==> src/rtl/dkc_pkg.sv <==
`timescale 1ns/1ps
package dkc_pkg;

    typedef enum logic [3:0] {
        RI_CS1, RI_WC, RI_UBA, RI_DA, RI_CS2, RI_DS,
        RI_AS, RI_LA, RI_OFS, RI_DC, RI_CC, RI_EXT
    } reg_idx_e;

    localparam int NREG = 12;

    // Byte offsets; decoders compare the word part only.
    function automatic logic [5:0] reg_offset(input int idx);
        case (idx)
            0:       return 6'o00;
            1:       return 6'o02;
            2:       return 6'o04;
            3:       return 6'o06;
            4:       return 6'o10;
            5:       return 6'o12;
            6:       return 6'o16;
            7:       return 6'o20;
            8:       return 6'o32;
            9:       return 6'o34;
            10:      return 6'o36;
            default: return 6'o50;
        endcase
    endfunction

    // Control word bit positions
    localparam int B_GO  = 0;
    localparam int B_IE  = 6;
    localparam int B_RDY = 7;
    localparam int B_A16 = 8;
    localparam int B_A17 = 9;
    localparam int B_TRE = 14;
    localparam int FN_LSB = 1;
    localparam int FN_W   = 5;

    // Function field values (bits 5:1)
    localparam logic [FN_W-1:0] FN_HK_A  = 5'o03;
    localparam logic [FN_W-1:0] FN_HK_B  = 5'o05;
    localparam logic [FN_W-1:0] FN_HK_C  = 5'o07;
    localparam logic [FN_W-1:0] FN_HK_D  = 5'o10;
    localparam logic [FN_W-1:0] FN_HK_E  = 5'o11;
    localparam logic [FN_W-1:0] FN_SEEK  = 5'o14;
    localparam logic [FN_W-1:0] FN_WRITE = 5'o30;
    localparam logic [FN_W-1:0] FN_READ  = 5'o34;

    localparam logic [15:0] DS_FORCED = 16'o010700;

    typedef enum logic {ST_IDLE, ST_XFER} ctl_state_e;

    typedef enum logic [2:0] {
        CK_NONE, CK_STORE, CK_ZERO, CK_HOUSE,
        CK_SEEK, CK_XFER, CK_BAD, CK_BUSY
    } cmd_kind_e;

endpackage

==> src/rtl/dkc_addr_dec.sv <==
`timescale 1ns/1ps
module dkc_addr_dec
    import dkc_pkg::*;
#(
    parameter int ADDR_W = 6
) (
    input  logic              bus_sel,
    input  logic [ADDR_W-1:0] bus_addr,
    output logic [NREG-1:0]   hit
);
    localparam int WA_W = ADDR_W - 1;

    for (genvar i = 0; i < NREG; i++) begin : g_dec
        localparam logic [ADDR_W-1:0] OFF = ADDR_W'(reg_offset(i));
        assign hit[i] = bus_sel && (bus_addr[ADDR_W-1:1] == OFF[ADDR_W-1:1]);
    end

    initial begin
        assert (WA_W >= 5) else $error("ADDR_W too small for register map");
    end
endmodule

==> src/rtl/dkc_regfile.sv <==
`timescale 1ns/1ps
module dkc_regfile
    import dkc_pkg::*;
#(
    parameter int DATA_W = 16
) (
    input  logic              clk,
    input  logic              rst_n,
    input  logic [NREG-1:0]   hit,
    input  logic              wr_word,
    input  logic [DATA_W-1:0] wdata,
    input  logic              wc_clear,
    input  logic              cc_load,
    input  logic              as_force,
    output logic [DATA_W-1:0] rdata,
    output logic [DATA_W-1:0] wc_q,
    output logic [DATA_W-1:0] uba_q,
    output logic [DATA_W-1:0] da_q,
    output logic [DATA_W-1:0] dc_q,
    output logic [DATA_W-1:0] ext_q
);
    localparam logic [DATA_W-1:0] DS_MASK = DATA_W'(DS_FORCED);

    logic [DATA_W-1:0] val [NREG];

    for (genvar i = 0; i < NREG; i++) begin : g_reg
        if (i == int'(RI_CS1)) begin : g_none
            assign val[i] = '0;
        end else begin : g_store
            logic [DATA_W-1:0] q;
            always_ff @(posedge clk) begin
                if (!rst_n) begin
                    q <= '0;
                end else if (i == int'(RI_WC) && wc_clear) begin
                    q <= '0;
                end else if (i == int'(RI_CC) && cc_load) begin
                    q <= val[int'(RI_DC)];
                end else if (i == int'(RI_AS) && as_force) begin
                    q <= DATA_W'(1);
                end else if (wr_word && hit[i]) begin
                    q <= wdata;
                end
            end
            assign val[i] = q;
        end
    end

    always_comb begin
        rdata = '0;
        for (int i = 0; i < NREG; i++) begin
            if (hit[i]) begin
                rdata = rdata | ((i == int'(RI_DS)) ? (val[i] | DS_MASK) : val[i]);
            end
        end
    end

    assign wc_q  = val[int'(RI_WC)];
    assign uba_q = val[int'(RI_UBA)];
    assign da_q  = val[int'(RI_DA)];
    assign dc_q  = val[int'(RI_DC)];
    assign ext_q = val[int'(RI_EXT)];

    // search copies desired cylinder into current cylinder
    a_r6_cc_from_dc: assert property (@(posedge clk) disable iff (!rst_n)
        cc_load |=> val[int'(RI_CC)] == $past(val[int'(RI_DC)]));

    // completion empties the word count
    a_r7_wc_cleared: assert property (@(posedge clk) disable iff (!rst_n)
        wc_clear |=> val[int'(RI_WC)] == '0);

    // drive status always shows the forced bits
    a_r3_ds_forced: assert property (@(posedge clk) disable iff (!rst_n)
        hit[int'(RI_DS)] |-> (rdata & DS_MASK) == DS_MASK);

    // forced attention value
    a_r10_as_one: assert property (@(posedge clk) disable iff (!rst_n)
        as_force |=> val[int'(RI_AS)] == DATA_W'(1));
endmodule

==> src/rtl/dkc_cmd_fsm.sv <==
`timescale 1ns/1ps
module dkc_cmd_fsm
    import dkc_pkg::*;
#(
    parameter int DATA_W = 16
) (
    input  logic              clk,
    input  logic              rst_n,
    input  logic              cs1_wr_cmd,
    input  logic              cs1_wr_hi,
    input  logic [DATA_W-1:0] cmd_data,
    input  logic [7:0]        hi_byte,
    input  logic              xfer_done,
    input  logic              irq_ack,
    output logic [DATA_W-1:0] cs1_q,
    output logic              cc_load,
    output logic              wc_clear,
    output logic              as_force,
    output logic              xfer_start,
    output logic              xfer_dir,
    output logic              irq_req
);
    localparam logic [DATA_W-1:0] CMD_FIELD = DATA_W'(6'h3F);
    localparam logic [DATA_W-1:0] GO_BIT    = DATA_W'(1) << B_GO;
    localparam logic [DATA_W-1:0] TRE_BIT   = DATA_W'(1) << B_TRE;

    ctl_state_e state_q, state_d;
    cmd_kind_e  kind;
    logic [FN_W-1:0]   fn;
    logic [DATA_W-1:0] base;
    logic              irq_set;

    assign fn = cmd_data[FN_LSB +: FN_W];

    // Classify the command write
    always_comb begin
        kind = CK_NONE;
        if (cs1_wr_cmd) begin
            if (!cmd_data[B_GO]) begin
                kind = CK_STORE;
            end else if (fn == '0) begin
                kind = CK_ZERO;
            end else if (state_q == ST_XFER) begin
                kind = CK_BUSY;
            end else begin
                unique case (fn)
                    FN_HK_A, FN_HK_B, FN_HK_C, FN_HK_D, FN_HK_E: kind = CK_HOUSE;
                    FN_SEEK:            kind = CK_SEEK;
                    FN_WRITE, FN_READ:  kind = CK_XFER;
                    default:            kind = CK_BAD;
                endcase
            end
        end
    end

    // Next state
    always_comb begin
        state_d = state_q;
        unique case (state_q)
            ST_IDLE: if (kind == CK_XFER) state_d = ST_XFER;
            ST_XFER: if (xfer_done)       state_d = ST_IDLE;
        endcase
    end

    always_ff @(posedge clk) begin
        if (!rst_n) state_q <= ST_IDLE;
        else        state_q <= state_d;
    end

    always_comb begin
        base = cmd_data;
        if (cmd_data[B_GO]) base = base & ~TRE_BIT;
    end

    assign cc_load  = (kind == CK_SEEK);
    assign wc_clear = (state_q == ST_XFER) && xfer_done;
    assign as_force = cs1_wr_cmd && cmd_data[B_RDY];
    assign irq_set  = (((kind == CK_HOUSE) || (kind == CK_SEEK)) && cmd_data[B_IE])
                    || (wc_clear && cs1_q[B_IE]);

    // Outputs and control word
    always_ff @(posedge clk) begin
        if (!rst_n) begin
            cs1_q      <= '0;
            xfer_start <= 1'b0;
            xfer_dir   <= 1'b0;
            irq_req    <= 1'b0;
        end else begin
            xfer_start <= (kind == CK_XFER);
            if (kind == CK_XFER) xfer_dir <= (fn == FN_READ);
            unique case (kind)
                CK_NONE:  if (cs1_wr_hi) cs1_q[DATA_W-1 -: 8] <= hi_byte;
                CK_STORE: cs1_q <= cmd_data;
                CK_ZERO, CK_BUSY: cs1_q <= base & ~GO_BIT;
                CK_HOUSE, CK_SEEK, CK_XFER: cs1_q <= base & ~CMD_FIELD;
                CK_BAD:   cs1_q <= (base & ~GO_BIT) | TRE_BIT;
            endcase
            if (irq_set)      irq_req <= 1'b1;
            else if (irq_ack) irq_req <= 1'b0;
        end
    end

    a_r7_start_in_xfer: assert property (@(posedge clk) disable iff (!rst_n)
        xfer_start |-> state_q == ST_XFER);

    a_r7_done_to_idle: assert property (@(posedge clk) disable iff (!rst_n)
        (state_q == ST_XFER && xfer_done) |=> state_q == ST_IDLE);

    a_r11_irq_hold: assert property (@(posedge clk) disable iff (!rst_n)
        (irq_req && !irq_ack) |=> irq_req);

    a_r9_hi_no_start: assert property (@(posedge clk) disable iff (!rst_n)
        cs1_wr_hi |=> !xfer_start);

    a_r8_go_clears_tre: assert property (@(posedge clk) disable iff (!rst_n)
        (cs1_wr_cmd && cmd_data[B_GO] && kind != CK_BAD) |=> !cs1_q[B_TRE]);

    a_r8_bad_sets_tre: assert property (@(posedge clk) disable iff (!rst_n)
        (kind == CK_BAD) |=> (cs1_q[B_TRE] && !xfer_start));

    a_r12_busy_no_dispatch: assert property (@(posedge clk) disable iff (!rst_n)
        (kind == CK_BUSY) |=> (!xfer_start && !cs1_q[B_GO]));
endmodule

==> src/rtl/dkc_regfront.sv <==
`timescale 1ns/1ps
module dkc_regfront
    import dkc_pkg::*;
#(
    parameter int ADDR_W = 6,
    parameter int DATA_W = 16,
    parameter int EXT_W  = 6,
    parameter logic [2:0] IRQ_LEVEL = 3'd5,
    parameter logic [7:0] IRQ_VEC   = 8'o254
) (
    input  logic                      clk,
    input  logic                      rst_n,
    input  logic                      bus_sel,
    input  logic                      bus_wr,
    input  logic                      bus_byte,
    input  logic [ADDR_W-1:0]         bus_addr,
    input  logic [DATA_W-1:0]         bus_wdata,
    output logic [DATA_W-1:0]         bus_rdata,
    output logic                      xfer_start,
    output logic                      xfer_dir,
    input  logic                      xfer_done,
    output logic [DATA_W-1:0]         xfer_wc,
    output logic [DATA_W-1:0]         xfer_da,
    output logic [DATA_W-1:0]         xfer_cyl,
    output logic [DATA_W+EXT_W-1:0]   xfer_addr,
    output logic                      irq_req,
    input  logic                      irq_ack,
    output logic [2:0]                irq_level,
    output logic [7:0]                irq_vector
);
    localparam int PHYS_W = DATA_W + EXT_W;
    localparam logic [DATA_W-1:0] RDY_BIT = DATA_W'(1) << B_RDY;

    logic [NREG-1:0]   hit;
    logic              wr_word, byte_lo, byte_hi;
    logic              cs1_wr_cmd, cs1_wr_hi;
    logic [DATA_W-1:0] cmd_data, cs1_q, rf_rdata;
    logic [DATA_W-1:0] uba_q, ext_q;
    logic              cc_load, wc_clear, as_force;
    logic [EXT_W-1:0]  ext_bits;

    dkc_addr_dec #(.ADDR_W(ADDR_W)) u_dec (
        .bus_sel  (bus_sel),
        .bus_addr (bus_addr),
        .hit      (hit)
    );

    assign wr_word    = bus_sel && bus_wr && !bus_byte;
    assign byte_lo    = bus_sel && bus_wr && bus_byte && !bus_addr[0];
    assign byte_hi    = bus_sel && bus_wr && bus_byte &&  bus_addr[0];
    assign cs1_wr_cmd = hit[int'(RI_CS1)] && (wr_word || byte_lo);
    assign cs1_wr_hi  = hit[int'(RI_CS1)] && byte_hi;
    assign cmd_data   = bus_byte ? {cs1_q[DATA_W-1:8], bus_wdata[7:0]} : bus_wdata;

    dkc_cmd_fsm #(.DATA_W(DATA_W)) u_fsm (
        .clk        (clk),
        .rst_n      (rst_n),
        .cs1_wr_cmd (cs1_wr_cmd),
        .cs1_wr_hi  (cs1_wr_hi),
        .cmd_data   (cmd_data),
        .hi_byte    (bus_wdata[7:0]),
        .xfer_done  (xfer_done),
        .irq_ack    (irq_ack),
        .cs1_q      (cs1_q),
        .cc_load    (cc_load),
        .wc_clear   (wc_clear),
        .as_force   (as_force),
        .xfer_start (xfer_start),
        .xfer_dir   (xfer_dir),
        .irq_req    (irq_req)
    );

    dkc_regfile #(.DATA_W(DATA_W)) u_rf (
        .clk      (clk),
        .rst_n    (rst_n),
        .hit      (hit),
        .wr_word  (wr_word),
        .wdata    (bus_wdata),
        .wc_clear (wc_clear),
        .cc_load  (cc_load),
        .as_force (as_force),
        .rdata    (rf_rdata),
        .wc_q     (xfer_wc),
        .uba_q    (uba_q),
        .da_q     (xfer_da),
        .dc_q     (xfer_cyl),
        .ext_q    (ext_q)
    );

    assign bus_rdata = hit[int'(RI_CS1)] ? (cs1_q | RDY_BIT) : rf_rdata;

    assign ext_bits  = ext_q[EXT_W-1:0];
    assign xfer_addr = (ext_q != '0)
                     ? {ext_bits, uba_q}
                     : {{(EXT_W-2){1'b0}}, cs1_q[B_A17], cs1_q[B_A16], uba_q};

    assign irq_level  = IRQ_LEVEL;
    assign irq_vector = IRQ_VEC;

    // extension register overrides legacy address bits
    a_r13_ext_wins: assert property (@(posedge clk) disable iff (!rst_n)
        (ext_q != '0) |-> xfer_addr[PHYS_W-1:DATA_W] == ext_bits);

    // control word always reads ready
    a_r3_cs1_ready: assert property (@(posedge clk) disable iff (!rst_n)
        hit[int'(RI_CS1)] |-> bus_rdata[B_RDY]);
endmodule

==> config.mk <==
export PLATFORM = sky130hd
export DESIGN_NAME = dkc_regfront
export DESIGN_NICKNAME = d
export VERILOG_FILES = /design/src/rtl/dkc_pkg.sv /design/src/rtl/dkc_addr_dec.sv /design/src/rtl/dkc_regfile.sv /design/src/rtl/dkc_cmd_fsm.sv /design/src/rtl/dkc_regfront.sv
export SDC_FILE = /design/constraint.sdc
export NUM_CORES = 1
export LEC_CHECK = 0
export CORE_MARGIN = 2
export CORE_UTILIZATION = 57
export DETAILED_ROUTE_END_ITERATION = 10
export DONT_BUFFER_PORTS = 1
export PLACE_DENSITY_LB_ADDON = 0.2
export SLEW_MARGIN = 20
export SYNTH_ARGS = -nofsm -noshare
export SYNTH_HDL_FRONTEND = slang
export SYNTH_SLANG_ARGS = --single-unit
==> constraint.sdc <==
create_clock -name clk -period 2.15 [get_ports clk]
set_input_delay 0.43 -clock clk [delete_from_list [all_inputs] [get_ports clk]]
set_output_delay 0.43 -clock clk [all_outputs]
set_load 0.01 [all_outputs]
Word level (Yosys, flattened, before mapping)
Memories as Yosys holds them, arrays and structs flattened. Index checks and enable logic that the tools add are counted. Widths: inputs -> output; s select.

Register bits: 195. Memory bits (read-only): 96. Input bits: 29. Output and inout bits: 100. Memories kept: 1.

Memories: (no name shown) (depth 32, width 3, read ports 1, clocked after memory_dff 0, wr ports 0, RTL line dkc_cmd_fsm.sv:46) `unique case (fn)`.

Eq/ne operators: 20. Muxes and demuxes: 31. Bitwise logic cells: 12. Reduce and logical (&&, ||, !) cells: 52.

Operator list (number): $mux 16 (15); $or 16x16->16 (10); $logic_and 1x1->1 (34); $pmux 8 s4 (1); $mux 22 (1); $pmux 7 s3 (1); $eq 5x4->1 const B (4); $reduce_bool 16->1 (1); $eq 5x3->1 const B (3); $mux 15 (1); $eq 3x3->1 const B (4); $mux 3 (4); $eq 5x2->1 const B (2); $eq 5x5->1 const B (2); $logic_not 5->1 (2); $mux 8 (1); $eq 3x2->1 const B (2); $mux 1 (6); $reduce_bool 2->1 (3); $reduce_or 3->1 (2); $eq 5x1->1 const B (1); $reduce_or 5->1 (1); $reduce_or 2->1 (2); $eq 3x1->1 const B (1); other kinds (7) (11).

Longest topological paths before layout
Word-level depth: 24. Gate-level depth with buffers: 9. Depth with buffers taken out: 5.

Cells and area by module
Synthesis repeated with hierarchy kept, for this count alone.

Cell total of the unflattened synthesis: 1089. Area, all modules: 9211.3 um2.

Modules (own cells, without submodules): dkc_regfile (instances 1, cells an instance 899, area an instance 7567.3 um2, sequential area each 3443.3 um2); dkc_cmd_fsm (instances 1, cells an instance 113, area an instance 1003.5 um2, sequential area each 400.4 um2); dkc_regfront (instances 1, cells an instance 57, area an instance 518.0 um2, sequential area each 0.0 um2); dkc_addr_dec (instances 1, cells an instance 20, area an instance 122.6 um2, sequential area each 0.0 um2).

Worst setup path before layout
No wires, ideal clock.

Kind: input -> output. Start point: in bus_sel. End point: out bus_rdata[0]. Arrival: 2.008 ns. Required time: 1.720 ns. Path slack: -0.288 ns. Cell stages on the path: 8. Path buffers: 3. Cell sequence: buf_2 or4b_1 buf_2 buf_6 a221oi_1 a221oi_1 and3_1 a31oi_1.

Word-level cells in the longest chain between the ends: 23. Elaborated cells between the ends (all ways): 34.

Ends and longest elaborated chain: from (decl) (RTL line dkc_regfront.sv:13) `input logic bus_sel,`; $logic_and 1x1->1 (RTL line dkc_addr_dec.sv:15) `assign hit[i] = bus_sel && (bus_addr[ADDR_W-1:1] == OFF[ADDR_W-1:1]);`; $mux 16 (RTL line dkc_regfile.sv:51) `if (hit[i]) begin`; $or 16x16->16 (RTL line dkc_regfile.sv:52) `rdata = rdata | ((i == int'(RI_DS)) ? (val[i] | DS_MASK) : val[i]);`; $mux 16 (RTL line dkc_regfile.sv:51); $or 16x16->16 (RTL line dkc_regfile.sv:52); $mux 16 (RTL line dkc_regfile.sv:51); $or 16x16->16 (RTL line dkc_regfile.sv:52); $mux 16 (RTL line dkc_regfile.sv:51); [7 not listed]; $mux 16 (RTL line dkc_regfile.sv:51); $or 16x16->16 (RTL line dkc_regfile.sv:52); $mux 16 (RTL line dkc_regfile.sv:51); $or 16x16->16 (RTL line dkc_regfile.sv:52); $mux 16 (RTL line dkc_regfile.sv:51); $or 16x16->16 (RTL line dkc_regfile.sv:52); $mux 16 (RTL line dkc_regfile.sv:51); $mux 16 * (RTL line dkc_regfront.sv:90) `assign bus_rdata = hit[int'(RI_CS1)] ? (cs1_q | RDY_BIT) : rf_rdata;`; to (decl) (RTL line dkc_regfront.sv:18) `output logic [DATA_W-1:0] bus_rdata,`.

Every way passes the cells marked *; elsewhere a longest branch is shown, timed or not.

Worst setup path after layout
Start point: in bus_addr[5]. End point: out bus_rdata[6].

Word-level cells in the longest chain between the ends: 24. Elaborated cells between the ends (all ways): 46.

Ends and longest elaborated chain: from (decl) (RTL line dkc_regfront.sv:16) `input logic [ADDR_W-1:0] bus_addr,`; $eq 5x1->1 (RTL line dkc_addr_dec.sv:15); $logic_and 1x1->1 (RTL line dkc_addr_dec.sv:15); $mux 16 (RTL line dkc_regfile.sv:51); $or 16x16->16 (RTL line dkc_regfile.sv:52); $mux 16 (RTL line dkc_regfile.sv:51); $or 16x16->16 (RTL line dkc_regfile.sv:52); $mux 16 (RTL line dkc_regfile.sv:51); $or 16x16->16 (RTL line dkc_regfile.sv:52); [8 not listed]; $mux 16 (RTL line dkc_regfile.sv:51); $or 16x16->16 (RTL line dkc_regfile.sv:52); $mux 16 (RTL line dkc_regfile.sv:51); $or 16x16->16 (RTL line dkc_regfile.sv:52); $mux 16 (RTL line dkc_regfile.sv:51); $or 16x16->16 (RTL line dkc_regfile.sv:52); $mux 16 (RTL line dkc_regfile.sv:51); $mux 16 * (RTL line dkc_regfront.sv:90).

Marks and branches as above.

==> flow_summary.ini <==
[power_and_ir_drop]
p_leak_nw = 3.83
pwr-share-seq = 0.529
switchingPower_mw = 1.48
p_comb_frac = 0.034
power.density_nw_per_um2 = 630
p_int_mw = 5.23
pwr-share-clk = 0.437
irDropWorstVdd_uv = 563
swShare = 0.221

[floorplanning]
die_w_um = 129
core_region_area_um2 = 15300
io_pins = 129
die_h_um = 129
die_area_um2 = 16700
rows = 45
initial_core_util = 0.585

[clock_tree]
clkLatencyLatePin_ns = 0.44
cts_sinks = 191
htreeDepth = 4
cts_tree = yes
cts_buffers = 17
clk_pin_slew_worst_paths_ns = 0.07
root_buffer = clkbuf_16
clockBufferDepth = 2

[logic_synthesis]
synthTopCellsByCount = nand2_1 (237), dfxtp_1 (191), mux2i_1 (83)
synth_top_cells_by_area = dfxtp_1 (43%), nand2_1 (10%), mux2i_1 (9.3%)
synth_ff_type = dfxtp_1
yosysWarnings = 0
syn_inst = 1019
synth.most_common_cell = nand2_1
synth_seq_cells = 191
ys_seq_area_frac = 0.429
syn_area_um2 = 8920
yosys.area.top_type = dfxtp_1
yosys.area.top_type_share = 0.429
syn_area_per_cell_um2 = 8.76
synth_async_sr_flop_share = 0
yosysUniqueCellTypes = 60
synth_edf_count = 0

[sta]
fin_worst_skew_ns = 0.00477
fin_crit_ns = 2.46
hold-worst-slack_ns = 0.113
worst_pin_slew_ns = 0.744
drv_slew = 0
setup_viol = 16
relSlewSlack = 0.503
rsz0062_at_grt = true
fmax_ghz = 0.406
fin_crit_sh = 1.15
postLayoutSetupSlackWorst_ns = -0.312
hold_viol = 0

[placement]
placed_cell_area_um2 = 9620
place.gp.congestion = 0.869
dp_hpwl_um = 18800
place_ws_ns = -0.276
port_buffers = 0

[run_status]
outcome = finished, violations left
violations = negative setup slack

[global_route]
overflow = 0
grt_pass1_vias = 7357
grt_usage = 0.333
grt_max_degree = 165
grt_antenna_before_repair = 0
grt_pass1_wl_um = 42400

[setup_path]
critPathMaxFanout = 8
crit_path_start_kind = input pin
arrival_ns = 2.03
crit_path_top_delay_cell = or4b_4
cp-end-kind = primary output
cpMostUsedCell = buf_4
crit_type = in2out
path_cells = or4b_4 > buf_6 > nor3_4 > buf_4 > a211o_1 > a221oi_2 > a31oi_2 > buf_4
crit_required_ns = 1.72
slowest_delay_ns = 0.58

[routing]
drt_iter0_drc = 796
drc = 0
routed_via_density = 6.27
vias = 7978
ant_nets = 0
first_pass_iters = 5
routed_wl_um = 28200
wl_per_cell_um = 22.1

[flow_run]
maxCapViolations = 0

[layout]
fin_nets = 1080
fin_area_um2 = 10700
area.growth.synth_to_final_pct = 19.4
seqCellArea_um2 = 3830
drive_gt1_frac = 0.195
diodes = 0
fillers = 1162
multi_input_area_um2 = 5000
final_util = 0.698

[worst_hold_path]
worstHoldPathType = in2reg
[cells by family after synthesis]
kind of cell	Yosys count	share of synthesized area
AND/OR/NAND/NOR	373	0.198
AO/OA/AOI/OAI	259	0.221
multiplexers	85	0.0956
buffers and inverters	109	0.0560
other	2	0.000842
flip-flops	191	0.429
[flip-flops by register name (all words and copies together) (netlist names), 15 cells and up]
name and flops:
u_fsm.cs1_q 15, u_rf.da_q 16, u_rf.dc_q 16, u_rf.ext_q 16, u_rf.g.g_store.q 92, u_rf.uba_q 16
u_rf.wc_q 16
[worst max-delay path, delay by kind of cell]
kind | cells | cell delay, ns
AOI/OAI and AO/OA | 3 | 0.41
and+or+nand+nor | 2 | 0.71
buffers and inverters | 3 | 0.47
[path summary, 6_finish.rpt]
check / start / endpoint / slack [ns] / depth (start not counted)
worst max-delay path: bus_addr[5] / bus_rdata[6] / -0.31 / 8
worst min-delay path: bus_wdata[14] / u_rf.da_q[14] / 0.11 / 2
worst max register to register: u_fsm.state_q / u_rf.g_reg[10].g_store.q[1] / 0.55 / 6
worst min register to register: u_rf.g_reg[8].g_store.q[5] / u_rf.g_reg[8].g_store.q[5] / 0.47 / 2
[power groups by stage]
stage	clock [mW]	sequential (mW)	combinational (mW)
floorplan	0	3.63	0.256
global placement	0	3.63	0.191
detailed placement	0	3.63	0.193
CTS	2.95	3.55	0.211
global route	3.12	3.54	0.240
finish	2.93	3.55	0.229
[layout make-up]
class                           count  area share
Multi-Input combinational cell    728       0.470
Sequential cell                   191       0.359
Timing Repair Buffer              106      0.0940
Clock buffer                       19      0.0406
Tap cell                          211      0.0248
Clock inverter                     11     0.00904
Inverter                            7     0.00247
[metal layers]
layer / vias up / share of wire / global-route usage
met2: 370 / 0.48 / 0.541
met1: 3883 / 0.41 / 0.426
met3: 78 / 0.079 / 0.0871
met5: - / 0 / 0
li1: 3647 / - / -
met4: 0 / 0.033 / 0.126
[timing repair]
action                     4_1_cts  5_1_grt
setup endpoints to repair       16       16
cloned                           0        0
gates resized for setup         38       33
hold buffers                     0        0
pin swaps                       16       27
buffers inserted                10        9
[per-stage QoR]
stage	instances	total power [mW]	setup TNS, ns
final	1273	6.71	-3.31
after global routing	1273	6.90	-3.95
after detailed placement	1224	3.82	-3.00
after global placement	1224	3.82	-2.87
after CTS	1264	6.71	-2.63
after floorplan	1028	3.88	-0.833
[cells in the final DEF (no fill, tap or decap), drive strengths merged, types with 8 or more instances in the layout]
cell / netlist / final
nand2: 237 / 237
clkbuf: 67 / 19
a21boi: 83 / 83
nor2b: 47 / 47
o32a: 11 / 11
conb: 2 / 11
a21oi: 37 / 37
mux2i: 83 / 83
nor2: 37 / 37
nor3: 12 / 12
a222oi: 8 / 8
a22oi: 29 / 29
a22o: 13 / 13
o311a: 8 / 8
dfxtp: 191 / 191
o211a: 8 / 8
a221oi: 19 / 19
buf: 35 / 106
(Power assumes the default switching activity.)
